`config.mk`:
```
export PLATFORM = sky130hd
export DESIGN_NAME = smul_seq
export DESIGN_NICKNAME = d
export VERILOG_FILES = /design/src/rtl/smul_pkg.sv /design/src/rtl/smul_addsub.sv /design/src/rtl/smul_ctrl.sv /design/src/rtl/smul_datapath.sv /design/src/rtl/smul_outfmt.sv /design/src/rtl/smul_seq.sv
export SDC_FILE = /design/constraint.sdc
export NUM_CORES = 1
export LEC_CHECK = 0
export BUFFER_PORTS_ARGS = -buffer_cell sky130_fd_sc_hd__buf_2
export CAP_MARGIN = 20
export CELL_PAD_IN_SITES_DETAIL_PLACEMENT = 1
export CELL_PAD_IN_SITES_GLOBAL_PLACEMENT = 1
export CORE_MARGIN = 2
export CORE_UTILIZATION = 40
export CTS_CLUSTER_SIZE = 8
export DETAILED_ROUTE_END_ITERATION = 8
export PLACE_DENSITY = 0.75
export SETUP_SLACK_MARGIN = 0.4
export SYNTH_ARGS = -nofsm -noshare
export SYNTH_HDL_FRONTEND = slang
export SYNTH_HIERARCHICAL = 1
export SYNTH_SLANG_ARGS = --single-unit
```
`constraint.sdc`:
```
create_clock -name clk_i -period 2.6 [get_ports clk_i]
set_clock_uncertainty 0.15 [all_clocks]
set_input_delay 0.13 -clock clk_i [delete_from_list [all_inputs] [get_ports clk_i]]
set_output_delay 0.13 -clock clk_i [all_outputs]
set_load 0.005 [all_outputs]
```
`src/rtl/smul_pkg.sv`:
```
package smul_pkg;

  typedef enum logic [1:0] {
    ST_IDLE  = 2'd0,
    ST_TEST  = 2'd1,
    ST_SHIFT = 2'd2,
    ST_DONE  = 2'd3
  } state_e;

  // controller commands to the datapath
  typedef struct packed {
    logic ld;  // load operands, clear upper accumulator
    logic ad;  // write adder result into upper accumulator
    logic sh;  // arithmetic right shift of accumulator
    logic cm;  // complement multiplicand (subtract)
  } ctl_t;

endpackage

```
`src/rtl/smul_addsub.sv`:
```
module smul_addsub #(
  parameter int N = 5
) (
  input  logic [N-1:0] a_i,
  input  logic [N-1:0] b_i,
  input  logic         sub_i,
  output logic [N-1:0] sum_o
);

  logic [N-1:0] b_eff;
  logic [N:0]   full;

  assign b_eff = sub_i ? ~b_i : b_i;
  assign full  = {1'b0, a_i} + {1'b0, b_eff} + {{N{1'b0}}, sub_i};
  assign sum_o = full[N-1:0];  // carry out dropped

endmodule

```
`src/rtl/smul_ctrl.sv`:
```
module smul_ctrl
  import smul_pkg::*;
#(
  parameter int W = 4
) (
  input  logic clk_i,
  input  logic rst_ni,
  input  logic start_i,
  input  logic lsb_i,
  output ctl_t ctl_o,
  output logic done_o
);

  localparam int CW = $clog2(W + 1);
  localparam logic [CW-1:0] LAST = CW'(W - 1);
  localparam logic [CW-1:0] FULL = CW'(W);

  state_e        state_q, state_d;
  logic [CW-1:0] cnt_q;
  logic          last;

  assign last = (cnt_q == LAST);

  always_comb begin
    state_d = state_q;
    ctl_o   = '0;
    unique case (state_q)
      ST_IDLE: begin
        if (start_i) begin
          ctl_o.ld = 1'b1;
          state_d  = ST_TEST;
        end
      end
      ST_TEST: begin
        if (lsb_i) begin
          ctl_o.ad = 1'b1;
          ctl_o.cm = last;  // sign bit carries negative weight
          state_d  = ST_SHIFT;
        end else begin
          ctl_o.sh = 1'b1;
          state_d  = last ? ST_DONE : ST_TEST;
        end
      end
      ST_SHIFT: begin
        ctl_o.sh = 1'b1;
        state_d  = last ? ST_DONE : ST_TEST;
      end
      ST_DONE: state_d = ST_IDLE;
      default: state_d = ST_IDLE;
    endcase
  end

  always_ff @(posedge clk_i or negedge rst_ni) begin
    if (!rst_ni) begin
      state_q <= ST_IDLE;
      cnt_q   <= '0;
    end else begin
      state_q <= state_d;
      if (ctl_o.ld)      cnt_q <= '0;
      else if (ctl_o.sh) cnt_q <= cnt_q + CW'(1);
    end
  end

  assign done_o = (state_q == ST_DONE);

  AST_DONE_PULSE: assert property (@(posedge clk_i) disable iff (!rst_ni)
    done_o |=> !done_o);

  AST_DONE_TO_IDLE: assert property (@(posedge clk_i) disable iff (!rst_ni)
    done_o |=> (state_q == ST_IDLE));

  AST_SHIFT_COUNT: assert property (@(posedge clk_i) disable iff (!rst_ni)
    done_o |-> (cnt_q == FULL));

  AST_ADD_THEN_SHIFT: assert property (@(posedge clk_i) disable iff (!rst_ni)
    ctl_o.ad |=> ctl_o.sh);

  AST_SUB_ON_SIGN: assert property (@(posedge clk_i) disable iff (!rst_ni)
    ctl_o.cm |-> (ctl_o.ad && cnt_q == LAST));

endmodule

```
`src/rtl/smul_datapath.sv`:
```
module smul_datapath
  import smul_pkg::*;
#(
  parameter int W = 4
) (
  input  logic            clk_i,
  input  logic            rst_ni,
  input  ctl_t            ctl_i,
  input  logic [W-1:0]    mcand_i,
  input  logic [W-1:0]    mplier_i,
  output logic [2*W-1:0]  prod_o,
  output logic            lsb_o
);

  localparam int AW = 2 * W + 1;  // accumulator width
  localparam int UW = W + 1;      // adder / upper field width

  logic [AW-1:0] acc_q;
  logic [W-1:0]  mcand_q;
  logic [UW-1:0] sum;

  smul_addsub #(.N(UW)) u_addsub (
    .a_i   (acc_q[AW-1:W]),
    .b_i   ({mcand_q[W-1], mcand_q}),
    .sub_i (ctl_i.cm),
    .sum_o (sum)
  );

  always_ff @(posedge clk_i or negedge rst_ni) begin
    if (!rst_ni) begin
      acc_q   <= '0;
      mcand_q <= '0;
    end else if (ctl_i.ld) begin
      acc_q   <= {{UW{1'b0}}, mplier_i};
      mcand_q <= mcand_i;
    end else if (ctl_i.ad) begin
      acc_q   <= {sum, acc_q[W-1:0]};
    end else if (ctl_i.sh) begin
      acc_q   <= {acc_q[AW-1], acc_q[AW-1:1]};
    end
  end

  assign prod_o = acc_q[2*W-1:0];
  assign lsb_o  = acc_q[0];

  AST_LOAD_CLEARS: assert property (@(posedge clk_i) disable iff (!rst_ni)
    ctl_i.ld |=> (acc_q[AW-1:W] == '0));

  AST_MCAND_HELD: assert property (@(posedge clk_i) disable iff (!rst_ni)
    !ctl_i.ld |=> $stable(mcand_q));

  AST_SIGN_EXTENDED: assert property (@(posedge clk_i) disable iff (!rst_ni)
    ctl_i.sh |=> (acc_q[AW-1] == acc_q[AW-2]));

endmodule

```
`src/rtl/smul_outfmt.sv`:
```
module smul_outfmt #(
  parameter int W = 4
) (
  input  logic [2*W-1:0] raw_i,
  input  logic           frac_i,
  output logic [2*W-1:0] prod_o
);

  localparam int PW = 2 * W;
  localparam logic [PW-1:0] OVF = PW'(1) << (PW - 2);  // (-1.0)*(-1.0)
  localparam logic [PW-1:0] MAX = {1'b0, {(PW - 1){1'b1}}};

  always_comb begin
    if (!frac_i)           prod_o = raw_i;
    else if (raw_i == OVF) prod_o = MAX;
    else                   prod_o = {raw_i[PW-2:0], 1'b0};
  end

endmodule

```
`src/rtl/smul_seq.sv`:
```
module smul_seq
  import smul_pkg::*;
#(
  parameter int W = 4
) (
  input  logic           clk_i,
  input  logic           rst_ni,
  input  logic           start_i,
  input  logic           frac_i,
  input  logic [W-1:0]   mcand_i,
  input  logic [W-1:0]   mplier_i,
  output logic [2*W-1:0] product_o,
  output logic           done_o
);

  ctl_t           ctl;
  logic           lsb;
  logic           frac_q;
  logic [2*W-1:0] raw;

  smul_ctrl #(.W(W)) u_ctrl (
    .clk_i   (clk_i),
    .rst_ni  (rst_ni),
    .start_i (start_i),
    .lsb_i   (lsb),
    .ctl_o   (ctl),
    .done_o  (done_o)
  );

  smul_datapath #(.W(W)) u_dp (
    .clk_i    (clk_i),
    .rst_ni   (rst_ni),
    .ctl_i    (ctl),
    .mcand_i  (mcand_i),
    .mplier_i (mplier_i),
    .prod_o   (raw),
    .lsb_o    (lsb)
  );

  always_ff @(posedge clk_i or negedge rst_ni) begin
    if (!rst_ni)     frac_q <= 1'b0;
    else if (ctl.ld) frac_q <= frac_i;
  end

  smul_outfmt #(.W(W)) u_fmt (
    .raw_i  (raw),
    .frac_i (frac_q),
    .prod_o (product_o)
  );

  AST_HOLD_IDLE: assert property (@(posedge clk_i) disable iff (!rst_ni)
    done_o |=> $stable(product_o));

  AST_FRAC_HELD: assert property (@(posedge clk_i) disable iff (!rst_ni)
    !ctl.ld |=> $stable(frac_q));

endmodule

```
==> run_results.csv <==
group,metric,value,unit
sta,fin_hold_ws,54.9,ps
power,power_leakage,0.837,nW
global_route,grt_start_max_net_pins,20,
detailed_routing,drc_errors,0,
finish,nFillCells,421,
clock_network,tritoncts,"done",
run,cap_violations,0,
global_route,grt_pass1_vias,1286,
setup_path,critPathMaxStageDelay,410,ps
detailed_routing,drt_pass1_iterations,4,
detailed_routing,wl,3.41,mm
floorplan,die-width,65.2,um
detailed_routing,ant_nets,0,
status,status,"finished clean",
setup_path,crit_fanout,5,
sta,setup_violations,0,
detailed_routing,wl_per_cell,15.2,um
finish,fin_cells,225,
synthesis,postSynthAreaPerCell,10.3,um2
clock_network,htreeDepth,1,
floorplan,fp.coreArea,3630,um2
floorplan,dieArea,4250,um2
power,p_per_area,1370,nW/um2
sta,rsz0062_at_grt,"true",
clock_network,numCtsBuffers,3,
synthesis,ys.flop_type,"dfrtp_1",
power,power.switching,0.00109,W
hold_path,hold-path-endpoint,"u_ctrl/state_q[0]$_DFFE_PN0P_",
placed_design,portBuffers,20,
placed_design,placed_area,1600,um2
finish,drive_gt1_share,31.1,%
global_route,gr-total-overflow,0,
power,comb_power_share,65.8,%
setup_path,path_class,"reg -> reg",
sta,final_hold_viol_count,0,
synthesis,synth_common_cells,"dfrtp_1, a21oi_1, ha_1",
synthesis,seq_area_frac_synth,31.7,%
synthesis,synth-seq-cells,19,
setup_path,arrival,2520,ps
sta,slew_headroom,68.6,%
global_route,grtUsageTotal,18.4,%
synthesis,yosys.cell_count.top_type,"dfrtp_1",
finish,num_antenna_cells,0,
floorplan,fp.dieH,65.2,um
synthesis,synth_area_leaders,"dfrtp_1, ha_1, mux2i_1",
clock_network,clk_transition_reported_paths,70,ps
hold_path,min-delay-start,"start_i",
sta,finalCritPeriodShare,95.4,%
synthesis,synth_edf_count,0,
floorplan,ios,21,
sta,clock.fmax,403,MHz
synthesis,yosysTopAreaCellShare,31.7,%
sta,tns,0,ps
placed_design,dp_hpwl,2.51,mm
global_route,grt_antenna_before_repair,0,
setup_path,crit_required,2640,ps
power,p_seq_share,25.7,%
synthesis,yosysUniqueCellTypes,39,
global_route,grt_pass1_wl,6.00,mm
setup_path,crit_path_top_delay_cell,"dfrtp_1",
floorplan,start_util,41.3,%
setup_path,r2r_slack,120,ps
detailed_routing,drt_iter0_drc,26,
synthesis,yosysTopAreaCell,"dfrtp_1",
setup_path,regToRegStartpoint,"u_ctrl/cnt_q[0]$_DFFE_PN0P_",
synthesis,async_reset_ff_share,100,%
synthesis,syn_area,1500,um2
setup_path,start_kind,"register",
detailed_routing,routed_via_density,5.24,
synthesis,syn_nets,168,
sta,drv_slew,0,
power,p_clk_share,8.5,%
finish,fin_nets,201,
hold_path,hold_depth,3,
floorplan,num_rows,22,
setup_path,worst_setup_path_end_kind,"register",
setup_path,worstPathCellList,"ha_2 > ha_4 > and3_4 > mux2_4 > fa_2 > a21o_1 > a21oi_2 > xnor2_1 > mux2i_1 > nor2_1",
clock_network,clock_path_buffers,2,
setup_path,r2r_cells,10,
detailed_routing,dr_total_vias,1179,
power,ir_worst_vdd,491,uV
hold_path,min_path_type,"in -> reg",
placed_design,dp_cells,203,
finish,final_area,1820,um2
placed_design,gp_congestion,0.739,
synthesis,yosysWarnings,6,
clock_network,cts-root-buf,"clkbuf_8",
sta,worst_slew_pin_slew,471,ps
setup_path,reg2reg_to,"u_dp/acc_q[8]$_DFFE_PN0P_",
synthesis,syn-instance-count,145,
sta,min_period,2480,ps
clock_network,clkLatencyLatePin,260,ps
finish,utilization,50.1,%
finish,area_growth,21.5,%
clock_network,cts_sinks,19,
power,switching_share,43.7,%
power,p_int,0.00140,W
==> kinds of logic after synthesis <==
group | Yosys count | synth area share, %
xor+xnor | 8 | 4.67
compound gates | 29 | 13.8
simple gates | 43 | 20.0
buf+inv | 21 | 9.52
fa+ha+maj | 11 | 9.68
flops | 19 | 31.7
mux | 14 | 10.6
==> power groups by stage <==
stage	clock, W	sequential (W)	combinational, W
detailed placement	0	0.000650	0.00152
CTS	0.000223	0.000643	0.00163
global route	0.000235	0.000672	0.00185
global placement	0	0.000639	0.00143
finish	0.000212	0.000640	0.00164
floorplan	0	0.000556	0.00133
==> metrics by stage <==
stage | total power (W) | setup WS, ps
after floorplan | 0.00189 | 139
after global placement | 0.00207 | 141
after detailed placement | 0.00217 | 55.7
after CTS | 0.00249 | 110
after global routing | 0.00276 | -0.666
final | 0.00249 | 119
==> routing by layer <==
| layer | track usage (%) | vias to the layer above | wire length [um] |
|---|---|---|---|
| met3 | 2.57 | 4 | 98 |
| met4 | 6.25 | 0 | 43 |
| met2 | 33.8 | 20 | 1830 |
| li1 | - | 569 | - |
| met5 | 0 | - | 0 |
| met1 | 22.0 | 586 | 1440 |
==> area by class of cell <==
| class | instances | area, um2 | area share [%] |
|---|---|---|---|
| Multi-Input combinational cell | 105 | 923 | 50.7 |
| Sequential cell | 19 | 475 | 26.1 |
| Timing Repair Buffer | 42 | 290 | 15.9 |
| Tap cell | 48 | 60.1 | 3.30 |
| Clock buffer | 4 | 45.0 | 2.47 |
| Inverter | 7 | 26.3 | 1.44 |
==> worst max-delay path by stage <==
| stage | slack (ps) | to | startpoint |
|---|---|---|---|
| floorplan | 140 | u_dp/acc_q[8]$_DFFE_PN0P_ | u_ctrl/cnt_q[1]$_DFFE_PN0P_ |
| global placement | 140 | u_dp/acc_q[8]$_DFFE_PN0P_ | u_ctrl/cnt_q[0]$_DFFE_PN0P_ |
| detailed placement | 60 | u_dp/acc_q[8]$_DFFE_PN0P_ | u_ctrl/state_q[1]$_DFFE_PN0P_ |
| CTS | 110 | u_dp/acc_q[8]$_DFFE_PN0P_ | u_ctrl/cnt_q[0]$_DFFE_PN0P_ |
| global route | -0.7 | u_dp/acc_q[8]$_DFFE_PN0P_ | u_ctrl/cnt_q[0]$_DFFE_PN0P_ |
| finish | 120 | u_dp/acc_q[8]$_DFFE_PN0P_ | u_ctrl/cnt_q[0]$_DFFE_PN0P_ |
==> worst max-delay path: cells and delay by family (launching register included) <==
kind	cells	cell delay (ps)
AO/OA/AOI/OAI	2	320
XOR/XNOR	1	140
adder cells (fa/ha/maj)	3	730
flip-flops	1	410
multiplexers	2	390
AND/OR/NAND/NOR	2	290
==> placed cells by master, fill, tap and decap left out, types with 2 or more instances in the layout <==
master / synthesis / routed
inv_2: 0 / 2
and4bb_1: 2 / 2
nor2b_1: 9 / 9
a211oi_1: 4 / 4
mux2_1: 3 / 3
ha_2: 0 / 2
nand2b_1: 3 / 3
xor2_2: 0 / 2
a21o_1: 2 / 2
buf_2: 0 / 20
a31oi_1: 2 / 2
a221o_1: 4 / 4
dfrtp_1: 19 / 19
nor4bb_1: 2 / 2
dlygate4sd3_1: 0 / 10
mux2i_1: 8 / 8
a21oi_1: 13 / 12
inv_1: 7 / 5
xnor2_1: 3 / 3
xor2_1: 5 / 3
nor4_1: 2 / 2
mux2_4: 3 / 3
clkbuf_8: 0 / 3
buf_4: 9 / 12
nand2_1: 6 / 6
ha_1: 10 / 7
nor2_1: 8 / 8
==> flip-flops by register name, summed over array words and instances, names as in the netlist <==
register	flops
frac_q	1
u_dp/mcand_q	4
u_ctrl/state_q	2
u_dp/acc_q	9
u_ctrl/cnt_q	3
==> timing repair <==
item / in CTS / in global routing
setup buffers: 5 / 3
gates resized for setup: 3 / 2
pin swaps: 5 / 1
endpoints found under the setup margin: 4 / 6
hold buffers: 10 / 0
endpoints found under the hold margin: 28 / 0
Note: power is estimated with default switching activity, not from simulation.
